==> src/rtl/twsl_pkg.sv <==
package twsl_pkg;

   typedef enum logic [2:0] {
      ST_IDLE,
      ST_RX,
      ST_ACK,
      ST_TX,
      ST_MACK,
      ST_MGO
   } twsl_state_e;

endpackage

==> src/rtl/twsl_sync.sv <==
module twsl_sync #(
   parameter int   STAGES  = 2,
   parameter logic RST_VAL = 1'b1
) (
   input  logic clk,
   input  logic rst_n,
   input  logic d_i,
   output logic q_o
);

   if (STAGES < 1) begin : g_chk
      $error("twsl_sync: STAGES must be at least 1");
   end

   if (STAGES == 1) begin : g_one
      logic q_r;
      always_ff @(posedge clk or negedge rst_n) begin
         if (!rst_n) q_r <= RST_VAL;
         else        q_r <= d_i;
      end
      assign q_o = q_r;
   end else begin : g_chain
      logic [STAGES-1:0] chain_r;
      always_ff @(posedge clk or negedge rst_n) begin
         if (!rst_n) chain_r <= {STAGES{RST_VAL}};
         else        chain_r <= {chain_r[STAGES-2:0], d_i};
      end
      assign q_o = chain_r[STAGES-1];
   end

endmodule

==> src/rtl/twsl_busev.sv <==
module twsl_busev (
   input  logic clk,
   input  logic rst_n,
   input  logic scl_s_i,
   input  logic sda_s_i,
   output logic scl_rise_o,
   output logic scl_fall_o,
   output logic start_o,
   output logic stop_o
);

   logic scl_p, sda_p;

   always_ff @(posedge clk or negedge rst_n) begin
      if (!rst_n) begin
         scl_p <= 1'b1;
         sda_p <= 1'b1;
      end else begin
         scl_p <= scl_s_i;
         sda_p <= sda_s_i;
      end
   end

   assign scl_rise_o = scl_s_i & ~scl_p;
   assign scl_fall_o = ~scl_s_i & scl_p;
   assign start_o    = scl_s_i & scl_p & sda_p & ~sda_s_i;
   assign stop_o     = scl_s_i & scl_p & ~sda_p & sda_s_i;

endmodule

==> src/rtl/twsl_slave.sv <==
module twsl_slave
   import twsl_pkg::*;
#(
   parameter int         WORD_W      = 10,
   parameter int         SYNC_STAGES = 2,
   parameter logic [3:0] DEV_TYPE    = 4'b0101
) (
   input  logic              clk,
   input  logic              rst_n,
   input  logic              scl_i,
   input  logic              sda_i,
   input  logic [1:0]        strap_i,
   input  logic              busy_i,
   input  logic [WORD_W-1:0] rd_data_i,
   output logic              sda_oe_o,
   output logic              cmd_stb_o,
   output logic              cmd_rw_o,
   output logic [7:0]        cmd_ins_o,
   output logic [WORD_W-1:0] cmd_data_o,
   output logic              cmd_dvld_o
);

   localparam int HI_W     = WORD_W - 8;
   localparam int LINES    = 2;
   localparam int IDX_ADDR = 0;
   localparam int IDX_INS  = 1;
   localparam int IDX_DHI  = 2;
   localparam int IDX_DLO  = 3;

   if (WORD_W < 9 || WORD_W > 16) begin : g_chk_w
      $error("twsl_slave: WORD_W must be within 9..16");
   end
   if (SYNC_STAGES < 2) begin : g_chk_s
      $error("twsl_slave: SYNC_STAGES must be at least 2");
   end

   // synchronise both bus lines: index 0 = clock, index 1 = data
   logic [LINES-1:0] line_raw, line_s;
   assign line_raw = {sda_i, scl_i};

   for (genvar g = 0; g < LINES; g++) begin : g_sync
      twsl_sync #(.STAGES(SYNC_STAGES), .RST_VAL(1'b1)) u_sync (
         .clk   (clk),
         .rst_n (rst_n),
         .d_i   (line_raw[g]),
         .q_o   (line_s[g])
      );
   end

   logic scl_s, sda_s;
   assign scl_s = line_s[0];
   assign sda_s = line_s[1];

   logic scl_rise, scl_fall, start_w, stop_w;

   twsl_busev u_busev (
      .clk        (clk),
      .rst_n      (rst_n),
      .scl_s_i    (scl_s),
      .sda_s_i    (sda_s),
      .scl_rise_o (scl_rise),
      .scl_fall_o (scl_fall),
      .start_o    (start_w),
      .stop_o     (stop_w)
   );

   // read word split into the two transmitted bytes
   logic [7:0] rd_hi_w, rd_lo_w;
   if (HI_W == 8) begin : g_hi_full
      assign rd_hi_w = rd_data_i[WORD_W-1:8];
   end else begin : g_hi_pad
      assign rd_hi_w = {{(8-HI_W){1'b0}}, rd_data_i[WORD_W-1:8]};
   end
   assign rd_lo_w = rd_data_i[7:0];

   twsl_state_e      state_q;
   logic [3:0]       cnt_q;
   logic [2:0]       idx_q;
   logic [7:0]       rx_sh_q;
   logic [7:0]       tx_sh_q;
   logic [7:0]       tx_lo_q;
   logic             tx_second_q;
   logic             oe_q;
   logic             stb_q;
   logic             rw_q;
   logic             ins_seen_q;
   logic [7:0]       ins_q;
   logic [HI_W-1:0]  hi_q;
   logic [WORD_W-1:0] data_q;
   logic             dvld_q;

   // acceptance of the byte just completed
   logic accept_w;
   always_comb begin
      case (idx_q)
         3'(IDX_ADDR): accept_w = (rx_sh_q[7:4] == DEV_TYPE) && !rx_sh_q[3] &&
                                  (rx_sh_q[2:1] == strap_i) && !busy_i;
         3'(IDX_INS):  accept_w = 1'b1;
         3'(IDX_DHI),
         3'(IDX_DLO):  accept_w = !rw_q;
         default:      accept_w = 1'b0;
      endcase
   end

   always_ff @(posedge clk or negedge rst_n) begin
      if (!rst_n) begin
         state_q     <= ST_IDLE;
         cnt_q       <= '0;
         idx_q       <= '0;
         rx_sh_q     <= '0;
         tx_sh_q     <= '0;
         tx_lo_q     <= '0;
         tx_second_q <= 1'b0;
         oe_q        <= 1'b0;
         stb_q       <= 1'b0;
         rw_q        <= 1'b0;
         ins_seen_q  <= 1'b0;
         ins_q       <= '0;
         hi_q        <= '0;
         data_q      <= '0;
         dvld_q      <= 1'b0;
      end else begin
         stb_q <= 1'b0;
         if (start_w) begin
            state_q    <= ST_RX;
            cnt_q      <= '0;
            idx_q      <= '0;
            oe_q       <= 1'b0;
            ins_seen_q <= 1'b0;
            dvld_q     <= 1'b0;
         end else if (stop_w) begin
            stb_q      <= ins_seen_q;
            ins_seen_q <= 1'b0;
            state_q    <= ST_IDLE;
            oe_q       <= 1'b0;
         end else begin
            case (state_q)
               ST_RX: begin
                  if (scl_rise && cnt_q != 4'd8) begin
                     rx_sh_q <= {rx_sh_q[6:0], sda_s};
                     cnt_q   <= cnt_q + 4'd1;
                  end else if (scl_fall && cnt_q == 4'd8) begin
                     cnt_q <= '0;
                     if (accept_w) begin
                        oe_q    <= 1'b1;
                        state_q <= ST_ACK;
                        idx_q   <= idx_q + 3'd1;
                        case (idx_q)
                           3'(IDX_ADDR): rw_q <= rx_sh_q[0];
                           3'(IDX_INS): begin
                              ins_q      <= rx_sh_q;
                              ins_seen_q <= 1'b1;
                           end
                           3'(IDX_DHI):  hi_q <= rx_sh_q[HI_W-1:0];
                           default: begin
                              data_q <= {hi_q, rx_sh_q};
                              dvld_q <= 1'b1;
                           end
                        endcase
                     end else begin
                        oe_q    <= 1'b0;
                        state_q <= ST_IDLE;
                     end
                  end
               end
               ST_ACK: begin
                  if (scl_fall) begin
                     if (rw_q && idx_q >= 3'(IDX_DHI)) begin
                        tx_sh_q     <= rd_hi_w;
                        tx_lo_q     <= rd_lo_w;
                        tx_second_q <= 1'b0;
                        oe_q        <= ~rd_hi_w[7];
                        cnt_q       <= 4'd1;
                        state_q     <= ST_TX;
                     end else begin
                        oe_q    <= 1'b0;
                        cnt_q   <= '0;
                        state_q <= ST_RX;
                     end
                  end
               end
               ST_TX: begin
                  if (scl_fall) begin
                     if (cnt_q == 4'd8) begin
                        oe_q    <= 1'b0;
                        state_q <= ST_MACK;
                     end else begin
                        tx_sh_q <= {tx_sh_q[6:0], 1'b0};
                        oe_q    <= ~tx_sh_q[6];
                        cnt_q   <= cnt_q + 4'd1;
                     end
                  end
               end
               ST_MACK: begin
                  if (scl_rise) begin
                     if (!sda_s && !tx_second_q) state_q <= ST_MGO;
                     else                        state_q <= ST_IDLE;
                  end
               end
               ST_MGO: begin
                  if (scl_fall) begin
                     tx_sh_q     <= tx_lo_q;
                     oe_q        <= ~tx_lo_q[7];
                     tx_second_q <= 1'b1;
                     cnt_q       <= 4'd1;
                     state_q     <= ST_TX;
                  end
               end
               default: ;
            endcase
         end
      end
   end

   assign sda_oe_o   = oe_q;
   assign cmd_stb_o  = stb_q;
   assign cmd_rw_o   = rw_q;
   assign cmd_ins_o  = ins_q;
   assign cmd_data_o = data_q;
   assign cmd_dvld_o = dvld_q;

   // ---------------- assertions ----------------
   AST_START_RESTART: assert property (@(posedge clk) disable iff (!rst_n)
      start_w |=> (state_q == ST_RX && cnt_q == 4'd0 && !oe_q));

   AST_IDLE_QUIET: assert property (@(posedge clk) disable iff (!rst_n)
      (state_q == ST_IDLE) |-> !oe_q);

   AST_BUSY_NO_ACK: assert property (@(posedge clk) disable iff (!rst_n)
      (state_q == ST_RX && idx_q == 3'(IDX_ADDR) && cnt_q == 4'd8 && scl_fall && busy_i)
         |=> !oe_q);

   AST_STB_PULSE: assert property (@(posedge clk) disable iff (!rst_n)
      stb_q |=> !stb_q);

   AST_OE_RISE_SCL_LOW: assert property (@(posedge clk) disable iff (!rst_n)
      $rose(oe_q) |-> !scl_s);

endmodule

==> config.mk <==
export PLATFORM = sky130hd
export DESIGN_NAME = twsl_slave
export DESIGN_NICKNAME = d
export VERILOG_FILES = /design/src/rtl/twsl_pkg.sv /design/src/rtl/twsl_sync.sv /design/src/rtl/twsl_busev.sv /design/src/rtl/twsl_slave.sv
export SDC_FILE = /design/constraint.sdc
export NUM_CORES = 1
export LEC_CHECK = 0
export ABC_AREA = 1
export BUFFER_PORTS_ARGS = -buffer_cell sky130_fd_sc_hd__buf_2
export CAP_MARGIN = 15
export CELL_PAD_IN_SITES_DETAIL_PLACEMENT = 0
export CELL_PAD_IN_SITES_GLOBAL_PLACEMENT = 1
export CORE_MARGIN = 2
export CORE_UTILIZATION = 34
export CTS_CLUSTER_SIZE = 40
export DETAILED_ROUTE_END_ITERATION = 7
export GPL_TIMING_DRIVEN = 0
export PLACE_DENSITY_LB_ADDON = 0.1
export SLEW_MARGIN = 20
export SYNTH_ARGS = -nofsm -noshare
export SYNTH_HDL_FRONTEND = slang
export SYNTH_HIERARCHICAL = 1
export SYNTH_SLANG_ARGS = --single-unit
==> constraint.sdc <==
create_clock -name clk -period 3 [get_ports clk]
set_input_delay 0.15 -clock clk [delete_from_list [all_inputs] [get_ports clk]]
set_output_delay 0.15 -clock clk [all_outputs]
set_load 0.02 [all_outputs]
=== Yosys cells after proc, flatten, opt, wreduce, memory -nomap -nowiden ===
Cells that the tools add are included.

* Register bits: 65
* Input port bits: 17
* Output and inout bits: 22
* Logic and storage cells: 180

* Add/sub/neg operators: 2
* Magnitude comparators: 1
* Equality and inequality tests: 33
* Muxes and demuxes: 67
* Bitwise operators: 17
* Reductions and logical operators: 41

{| class="wikitable"
|+ Operator list
! operator !! count
|-
| 3-bit two-way mux || 16
|-
| 4-bit != test (second input constant) || 9
|-
| 7-bit two-way mux || 5
|-
| 7-bit AND reduction || 5
|-
| 4-bit two-way mux || 8
|-
| 1-bit two-way mux || 30
|-
| 7-bit case mux with 3 select lines || 1
|-
| 6-bit AND reduction || 3
|-
| 4-bit case mux with 4 select lines || 1
|-
| 8-bit AND reduction || 2
|-
| 3-bit != test (second input constant) || 5
|-
| 3-bit case mux with 5 select lines || 1
|-
| 5-bit AND reduction || 3
|-
| 3-bit nonzero test || 5
|-
| 2-bit != test (second input constant) || 7
|-
| 3-bit by 2-bit equality test with 1-bit output (second input constant) || 4
|-
| 1-bit inverter || 10
|-
| 2-bit nonzero test || 4
|-
| 1-bit AND || 7
|-
| 1-bit logical AND || 7
|-
| 7-bit nonzero test || 1
|-
| 3-bit by 1-bit equality test with 1-bit output (second input constant) || 2
|-
| 3-bit equality test (second input constant) || 2
|-
| 6-bit nonzero test || 1
|-
| other kinds (17) || 22
|}

=== Logic depth before layout (Yosys ltp) ===
Gate-level depths: netlist (run 1).

* Depth after elaboration: 11
* Mapped depth: 12

=== Hierarchy ===
Netlist (run 1), hierarchy kept.

{| class="wikitable"
|+ By module, submodules not included
! module !! instances !! cells each !! area each (µm²)
|-
| twsl_slave || 1 || 389 || 3144.3
|-
| twsl_sync || 2 || 2 || 52.6
|-
| twsl_busev || 1 || 13 || 93.8
|}

=== Worst setup path before layout (run 1) ===
No wires, ideal clock.

* Path type: reg2reg
* Start: register g_sync[1].u_sync.g_chain.chain_r[1]
* End: register data_q[3] (netlist: cmd_data_o[3])
* Data arrival time: 1.584 ns
* Data required time: 2.881 ns
* Slack: 1.297 ns
* Stages on the path, launching flop included: 12
* Clock period less this slack: 1.703 ns
* Cell sequence: dfstp_2 > inv_1 > nand2_1 > nor2_1 > buf_6 > nor2_4 > nand2_1 > nor2_2 > nand3_2 > buf_4 > nand2_1 > o21ai_2

* Longest elaborated chain between the ends: 4

{| class="wikitable"
|+ RTL lines
! what !! line !! text
|-
| from (decl) || twsl_sync.sv:23 || <nowiki>logic [STAGES-1:0] chain_r;</nowiki>
|-
| from (signal assigned) || twsl_sync.sv:25 || <nowiki>if (!rst_n) chain_r <= {STAGES{RST_VAL}};</nowiki>
|-
| from (signal assigned) || twsl_sync.sv:26 || <nowiki>else chain_r <= {chain_r[STAGES-2:0], d_i};</nowiki>
|-
| 1-bit inverter || twsl_busev.sv:26 || <nowiki>assign start_o = scl_s_i & scl_p & sda_p & ~sda_s_i;</nowiki>
|-
| 1-bit AND || twsl_busev.sv:26 ||
|-
| via start_w || twsl_slave.sv:54 || <nowiki>logic scl_rise, scl_fall, start_w, stop_w;</nowiki>
|-
| 1-bit inverter (no source line) || -- ||
|-
| 7-bit AND reduction (no source line) || -- ||
|-
| to (signal assigned) || twsl_slave.sv:156 || <nowiki>data_q <= {hi_q, rx_sh_q};</nowiki>
|-
| to (decl) || twsl_slave.sv:89 || <nowiki>logic [WORD_W-1:0] data_q;</nowiki>
|}

The timed path passes the listed nets, and every way through them passes these cells.
A chain may end at the register's enable or synchronous reset.

=== Worst setup path in the final report (run 1) ===
* Start: register g_sync[0].u_sync.g_chain.chain_r[1]
* End: register tx_second_q

* Longest elaborated chain between the ends: 5

{| class="wikitable"
|+ RTL lines
! what !! line !! text
|-
| from (decl) || twsl_sync.sv:23 ||
|-
| from (signal assigned) || twsl_sync.sv:25 ||
|-
| from (signal assigned) || twsl_sync.sv:26 ||
|-
| 1-bit AND (3 in a row) || twsl_busev.sv:27 || <nowiki>assign stop_o = scl_s_i & scl_p & ~sda_p & sda_s_i;</nowiki>
|-
| via stop_w || twsl_slave.sv:54 ||
|-
| 1-bit inverter (no source line) || -- ||
|-
| 6-bit AND reduction (no source line) || -- ||
|-
| to (signal assigned) || twsl_slave.sv:113 || <nowiki>tx_second_q <= 1'b0;</nowiki>
|-
| to (signal assigned) || twsl_slave.sv:171 || <nowiki>tx_second_q <= 1'b0;</nowiki>
|-
| to (signal assigned) || twsl_slave.sv:204 || <nowiki>tx_second_q <= 1'b1;</nowiki>
|-
| to (decl) || twsl_slave.sv:82 || <nowiki>logic tx_second_q;</nowiki>
|}

The timed path passes the listed nets, and every way through them passes these cells.

==> results of run 1 <==
==> layout make-up <==
cell class                 instances  area, um2  share of cell area, %
tap                              133        166                   4.12
clock buffer                       9        124                   3.07
clock inverter                     7        101                   2.51
multi-input combinational        276       1420                   35.2
inverter                          56        210                   5.21
timing repair buffer              47        300                   7.44
sequential                        65       1630                   40.5
buffer                             9       77.6                   1.92
==> routing by layer <==
metal | wire, um | up-vias
li1 | - | 1388
met1 | 4020 | 1244
met2 | 3420 | 34
met3 | 160 | 7
met4 | 65 | 0
met5 | 0 | -
==> state kept, by name (all words and copies together), names as in the netlist, 2 cells and up <==
| register | flops |
|---|---|
| tx_lo_q | 8 |
| cmd_ins_o | 8 |
| state_q | 3 |
| tx_sh_q | 7 |
| g_sync.u_sync/g_chain.chain_r | 4 |
| idx_q | 3 |
| hi_q | 2 |
| cmd_data_o | 10 |
| cnt_q | 4 |
| rx_sh_q | 8 |
==> logic make-up (layout without fill, tap and decap cells) <==
group           count (synthesis)  count (layout)  share of synthesized area [%]
compound gates                 51              51                           9.66
xor+xnor                        1               1                          0.262
fa+ha+maj                       8               8                           2.99
buf+inv                        65             128                           8.61
flops                          65              65                           48.9
simple gates                  216             216                           29.6
==> critical path, cell delays in order, from the launching register on <==
cell and delay [ps]:
dfstp_2 570, nand2_1 80, nor2_1 440, nor2_4 140
inv_1 130, nor2_1 80, nand3_2 180, clkinv_1 320
o21ai_0 260
==> layout by cell type (no fill, tap or decap), types with 9 or more instances in the layout <==
cell / instances
nor2_1: 37
dfrtp_1: 59
nand2_1: 122
clkbuf_8: 9
buf_2: 39
o21ai_2: 13
o21ai_0: 18
inv_1: 51
nand3_1: 33
==> path summary, 6_finish.rpt <==
check,from,endpoint,slack (ps),cells after the start
min in group asynchronous,rst_n,cmd_dvld_o,210,2
min,rd_data_i[4],tx_lo_q[4],10,3
max,g_sync[0].u_sync/g_chain.chain_r[1],tx_second_q,710,8
max in group asynchronous,rst_n,g_sync[0].u_sync/g_chain.chain_r[0],2200,3
max reg2reg,g_sync[0].u_sync/g_chain.chain_r[1],tx_second_q,710,8
min reg2reg,g_sync[1].u_sync/g_chain.chain_r[0],g_sync[1].u_sync/g_chain.chain_r[1],360,0
==> cells in the mapped netlist (2+ instances only) <==
cell type	n	share of area, %
inv_2	3	0.34
nand2_1	122	14
a21oi_1	7	1.0
nand3_2	5	1.5
dfrtp_1	59	44
o21ai_2	13	3.4
ha_1	8	3.0
dfstp_2	6	4.7
nor2_4	4	1.3
o21ai_1	8	1.2
nand2_2	4	0.75
buf_2	2	0.30
nand4_1	3	0.56
buf_6	4	1.3
nor2_2	2	0.37
a22o_1	5	1.3
clkinv_1	2	0.22
inv_1	51	5.7
nand3_1	33	4.9
nand2_4	2	0.67
buf_4	3	0.67
o21ai_0	18	2.7
nor2_1	37	4.2
==> per-stage QoR <==
step                      total power [mW]  hold slack [ps]  instance area, um2  instances
after floorplan                       1.40             -146                3340        406
after global placement                1.54              255                3700        577
after detailed placement              1.55             42.0                3730        578
after CTS                             2.42            0.255                4040        602
after global routing                  2.56             23.1                4040        602
final                                 2.38             12.4                4040        602
==> power by group <==
part / internal (mW) / leakage [nW] / switching, mW
combinational: 0.185 / 1.07 / 0.337
clock: 0.477 / 0.112 / 0.378
sequential: 0.948 / 0.834 / 0.0551
==> what timing repair did <==
item,4_1_cts,5_1_grt
hold buffers,8,0
endpoints found under the setup margin,0,0
buffers inserted,0,0
hold endpoints to repair,47,0
resized for setup,0,0
==> parameters.txt, run 1 <==
Parameter                              Value

Run status
  Run status    completed

Clock tree
  CTS tree    yes
  Number of clock sinks    65
  Buffer depth of the longest clock path    2
  Clk slew on worst S/H paths    70 ps
  Total CTS buffers    9
  Root Driver    clkbuf_8
  Skew-Pair Late Insertion Delay    340 ps
  H-tree Lvls    3

Setup path
  Endpoint arrival time on the critical path    2540 ps
  Critical Setup Path Class    reg -> reg
  Crit. End Element    flop
  Critical Path Fanout Max    10
  Worst Setup Start Kind    flop
  CP required    3250 ps

Timing
  Setup-failing EPs final    0
  Post-route setup slack    709 ps
  Number of hold-slack violations in the final timing report    0
  Setup repair after global routing missed its margin    no
  Post-route clock skew    14.7 ps
  Headroom to the max-slew limit    63.8%
  Shortest clock period the worst path allows after layout    2290 ps
  Top achievable clock speed    437 MHz
  Tightest Pin Transition    541 ps
  Final period utilization    76.4%
  Total negative slack for setup checks    0 ps
  Max Slew Vio Count    0

Routing
  DR pass1 iterations    4
  Antenna viol nets, final    0
  Vias/cell    4.44
  Drt initial violations    128
  DRC violations left    0
  Total routed wirelength    7.67 mm
  Via count    2673
  Average detailed-routed wire length per instance    12.7 um

Floorplanning
  Placeable core region    0.00964 mm2
  Die area    0.0106 mm2
  Die Y    103 um
  Starting Density    34.7%
  Std-Cell Rows    36
  Number of primary I/O pins    39
  Width of the die    103 um

GRT
  Via count of the first global-routing pass    2714
  Overall fraction of global-route tracks in use    16.6%
  Global routing met1 resource utilization    24.0%
  Number of antenna violations at the first check in global routing    0
  Leftover overflow at the end of global routing    0
  Maximum number of pins on one net before global-route repair    52
  Met3 capacity usage during global routing    3.05%
  Most used routing layer in global routing    met2
  Wire length of the first global-routing pass    13.6 mm
  Met2 Resource Use GR    25.5%

Cells and area
  Net count reported at finish    489
  Count of filler cells inserted in the layout    1021
  Area growth from synthesis to layout    20.7%
  Fraction of layout cells with a size suffix above 1    22.4%
  Post-layout util    41.9%
  # diodes    0

Placement
  Estimated wirelength of the detail-placed design    5.59 mm
  DP Worst Slack    651 ps
  Routability congestion estimate    0.782
  Number of port buffers    38

Logic synthesis
  Synth cell types    28
  Number of cells produced by synthesis    406
  Post-Synthesis Net Count    431
  Predominant post-synthesis flop cell    dfrtp_1
  Number of enable flip-flop cells after synthesis    0
  Part of the Yosys area used for sequential elements    48.9%
  Synthesized area per cell    8.23 um2
  Yosys warns    6
  Area of the mapped netlist    0.00334 mm2
  Asr flop ratio synth    100%
  Yosys reg bits    65

Run
  Max-capacitance violation count    0

Min path
  Worst min-delay path class    in -> reg

Power
  Power Dens Cells    590 mW/mm2
  Worst-case vdd ir drop    0.000278 V
  Leakage power    2.01 nW
Note: power is estimated with default switching activity, not from simulation.
==> run 2, diff against run 1 <==
--- a/config.mk
+++ b/config.mk
@@ -5,7 +5,7 @@
 export SDC_FILE = /design/constraint.sdc
 export NUM_CORES = 1
 export LEC_CHECK = 0
-export ABC_AREA = 1
+export ABC_AREA = 0
 export BUFFER_PORTS_ARGS = -buffer_cell sky130_fd_sc_hd__buf_2
 export CAP_MARGIN = 15
 export CELL_PAD_IN_SITES_DETAIL_PLACEMENT = 0
==> constraint.sdc (replaced) <==
create_clock -name clk -period 2.4 [get_ports clk]
set_input_delay 0.12 -clock clk [delete_from_list [all_inputs] [get_ports clk]]
set_output_delay 0.12 -clock clk [all_outputs]
set_load 0.02 [all_outputs]
==> run 2 against run 1 <==
Final cell count is 25% lower. Sequential power rose by 31%. Non-clock buffer count is 19 higher. Clock skew shrank 3.8 ps. Synthesized cell count fell by 35%. Clock power is 33% higher. Register-to-register slack got worse by 640 ps. Power rose by 37%. Die area fell by 7.4%. Critical path depth unchanged. Global-route usage is 0.76 points lower. Maximum frequency decreased by 1.9%. Critical path type unchanged.
==> parameters.txt, run 2 <==
Parameter                              Value

Run status
  Run status    completed

Timing
  Shortest clock period the worst path allows after layout    2330 ps (+44.2 ps)
  Final worst hold slack    30.1 ps (+17.7 ps)
  Headroom to the max-slew limit    65.3% (+1.5 points)
  Post-route clock skew    10.9 ps (-3.83 ps)
  Final period utilization    97.3% (+21 points)
  Tightest Pin Transition    520 ps (-21.7 ps)
  Total negative slack for setup checks    0 ps (unchanged)
  Setup-failing EPs final    0 (unchanged)
  Number of hold-slack violations in the final timing report    0 (unchanged)
  Max Slew Vio Count    0 (unchanged)
  Top achievable clock speed    428 MHz (-1.9%)
  Setup repair after global routing missed its margin    yes

Cells and area
  Net count reported at finish    366 (-25%)
  Total area of sequential cells    0.00164 mm2 (about the same)
  Commonest cells after routing, fill and taps aside    58 x dfrtp_1, 38 x buf_2, 27 x mux2_2
  Flip-flop count of the largest register after layout    10 (unchanged)
  Commonest non-fill, non-tap cell in the layout    dfrtp_1
  Multi-input combinational cell area    0.00150 mm2 (+5.3%)
  Area growth from synthesis to layout    31.1%
  Fraction of layout cells with a size suffix above 1    39.9% (+17 points)
  Count of filler cells inserted in the layout    849 (-17%)
  # diodes    0 (unchanged)

Logic synthesis
  Yosys reg bits    65 (unchanged)
  Post-Synthesis Net Count    288 (-33%)
  Number of cells produced by synthesis    263 (-35%)
  Top cells by count, synth    59 x dfrtp_1, 36 x mux2_2, 18 x nand2_1
  Part of the Yosys area used for sequential elements    52.9% (+4.1 points)
  Asr flop ratio synth    100% (unchanged)
  Cell type contributing the most total cell area after synthesis    dfrtp_1
  Area of the mapped netlist    0.00309 mm2 (-7.7%)
  Cell with the most instances after synthesis    dfrtp_1
  Synth cell types    48 (+71%)
  Number of enable flip-flop cells after synthesis    0 (unchanged)
  Biggest area contributors in the synthesized netlist    dfrtp_1 48%, mux2_2 13%, dfstp_2 5.1%, ha_1 3.2%, o21ai_0 2.3%
  Top cell type's share of synthesized area    47.8% (+3.7 points)
  Synthesized area per cell    11.7 um2 (+43%)
  Predominant post-synthesis flop cell    dfrtp_1
  Yosys warns    6 (unchanged)

Placement
  Number of port buffers    38 (unchanged)
  Routability congestion estimate    0.785 (+0.49%)
  Estimated wirelength of the detail-placed design    4.84 mm (-13%)

Power
  Power Dens Cells    806 mW/mm2 (+37%)
  Design Power    3.26 mW (+37%)
  Leakage power    1.90 nW (-5.7%)
  Worst-case vdd ir drop    0.000437 V (+57%)

GRT
  Number of antenna violations at the first check in global routing    0 (unchanged)
  Leftover overflow at the end of global routing    0 (unchanged)
  Overall fraction of global-route tracks in use    15.8% (-0.76 points)
  Maximum number of pins on one net before global-route repair    38 (-27%)
  Via count of the first global-routing pass    2372 (-13%)
  Wire length of the first global-routing pass    12.3 mm (-10%)

Routing
  Drt initial violations    79 (-38%)
  Top routing layer used    met4
  Average detailed-routed wire length per instance    15.9 um (+25%)
  Total routed wirelength    7.23 mm (-5.7%)
  DRC violations left    0 (unchanged)
  Antenna viol nets, final    0 (unchanged)
  Wire length on met3    288 um (+80%)
  Metal-1 WL    3.41 mm (-15%)
  Vias/cell    5.17 (+16%)
  DR pass1 iterations    4 (unchanged)
  Via count    2348 (-12%)
  Metal2 WL    3.48 mm (+1.6%)

Floorplanning
  Die area    0.00986 mm2 (-7.4%)
  Number of primary I/O pins    39 (unchanged)
  Width of the die    99.3 um (-3.8%)
  Placeable core region    0.00876 mm2 (-9.1%)
  Die Y    99.3 um (-3.8%)
  Std-Cell Rows    34 (-5.6%)
  Starting Density    35.2% (+0.54 points)

Setup path
  Critical Setup Path Class    reg -> reg
  Endpoint arrival time on the critical path    2550 ps (about the same)
  Worst Setup Start Kind    flop
  Slack of the worst reg-to-reg path    70 ps (-640 ps)
  Critical Path Fanout Max    3 (-7)
  Register-to-Register Path Depth    8 (unchanged)
  Capturing point of the worst reg2reg path    hi_q[0]
  Crit. End Element    flop
  CP required    2620 ps (-630 ps)
  Worst reg2reg path startpoint    idx_q[1]

Min path
  Beginning of the worst hold path    rd_data_i[6]
  End point of the most critical hold path    tx_lo_q[6]
  Worst min-delay path class    in -> reg
  Hold-critical path depth    2 (-1)

Clock tree
  Root Driver    clkbuf_8
  Clk slew on worst S/H paths    80 ps (about the same)
  Number of clock sinks    65 (unchanged)
  Total CTS buffers    9 (unchanged)
  CTS tree    yes
  H-tree Lvls    3 (unchanged)
  Skew-Pair Late Insertion Delay    340 ps (about the same)
  Buffer depth of the longest clock path    2 (unchanged)

Run
  Max-capacitance violation count    0 (unchanged)
run 2: area by class of cell:
cell class / count / share of cell area (%)
Clock buffer: 10 / 3.15
Sequential cell: 65 / 40.4
Inverter: 12 / 1.11
Tap cell: 108 / 3.34
Clock inverter: 6 / 2.81
Timing Repair Buffer: 68 / 11.4
Buffer: 7 / 0.742
Multi-Input combinational cell: 178 / 37.0
run 2: cells by family (layout without fill, tap and decap cells):
| logic type | after synthesis | in the layout | share of synthesized area, % |
|---|---|---|---|
| compound gates | 60 | 60 | 13.1 |
| xor+xnor | 3 | 3 | 0.851 |
| fa+ha+maj | 8 | 8 | 3.24 |
| buf+inv | 20 | 103 | 2.43 |
| flops | 65 | 65 | 52.9 |
| mux | 38 | 38 | 13.8 |
| simple gates | 69 | 69 | 13.7 |
run 2: routing by layer:
metal  track usage (%)  vias to the layer above
met2              24.5                       47
met5                 0                        -
li1                  -                     1119
met3              3.58                        8
met4              5.69                        0
met1              21.9                     1174
run 2: stage by stage:
stage | setup slack (ps) | instance area [um2] | utilization, % | instances
floorplan | -53.0 | 3090 | - | 263
global placement | -607 | 3420 | 39.0 | 409
detailed placement | -582 | 3440 | 39.2 | 410
CTS | -24.8 | 3940 | 45.0 | 446
global route | -54.0 | 4050 | 46.2 | 454
finish | 65.1 | 4050 | 46.2 | 454
run 2: how the worst max path moves through the flow:
stage	end	slack (ps)	start	cells past startpoint
2_1_floorplan	cmd_data_o[0]	-50	idx_q[1]	7
3_3_place_gp	cmd_data_o[2]	-610	u_busev/scl_p	6
3_5_place_dp	cmd_data_o[2]	-580	u_busev/scl_p	6
4_1_cts	cmd_data_o[6]	-20	idx_q[1]	8
5_1_grt	cmd_dvld_o	-50	idx_q[1]	8
6_report	hi_q[0]	70	idx_q[1]	8
run 2: power breakdown:
part,leakage [nW],total (mW),internal (mW),switching [mW]
registers,0.874,1.31,1.20,0.108
clock network,0.113,1.14,0.694,0.449
logic,0.912,0.806,0.361,0.446
total,1.90,3.26,2.26,1.00
run 2: timing repair:
item / CTS / global route
hold buffers: 10 / 0
setup buffers: 10 / 9
endpoints found under the hold margin: 33 / 0
pin swaps: 5 / 10
gates resized for setup: 22 / 18
cloned: 0 / 0
setup endpoints to repair: 39 / 42
run 2: critical path, cell delays in order, from the launching register on:
cell	delay, ps
dfrtp_1	390
inv_2	80
ha_4	130
or4b_4	470
nor4_4	390
buf_4	190
o2111a_1	230
nand2_2	70
mux2_2	260
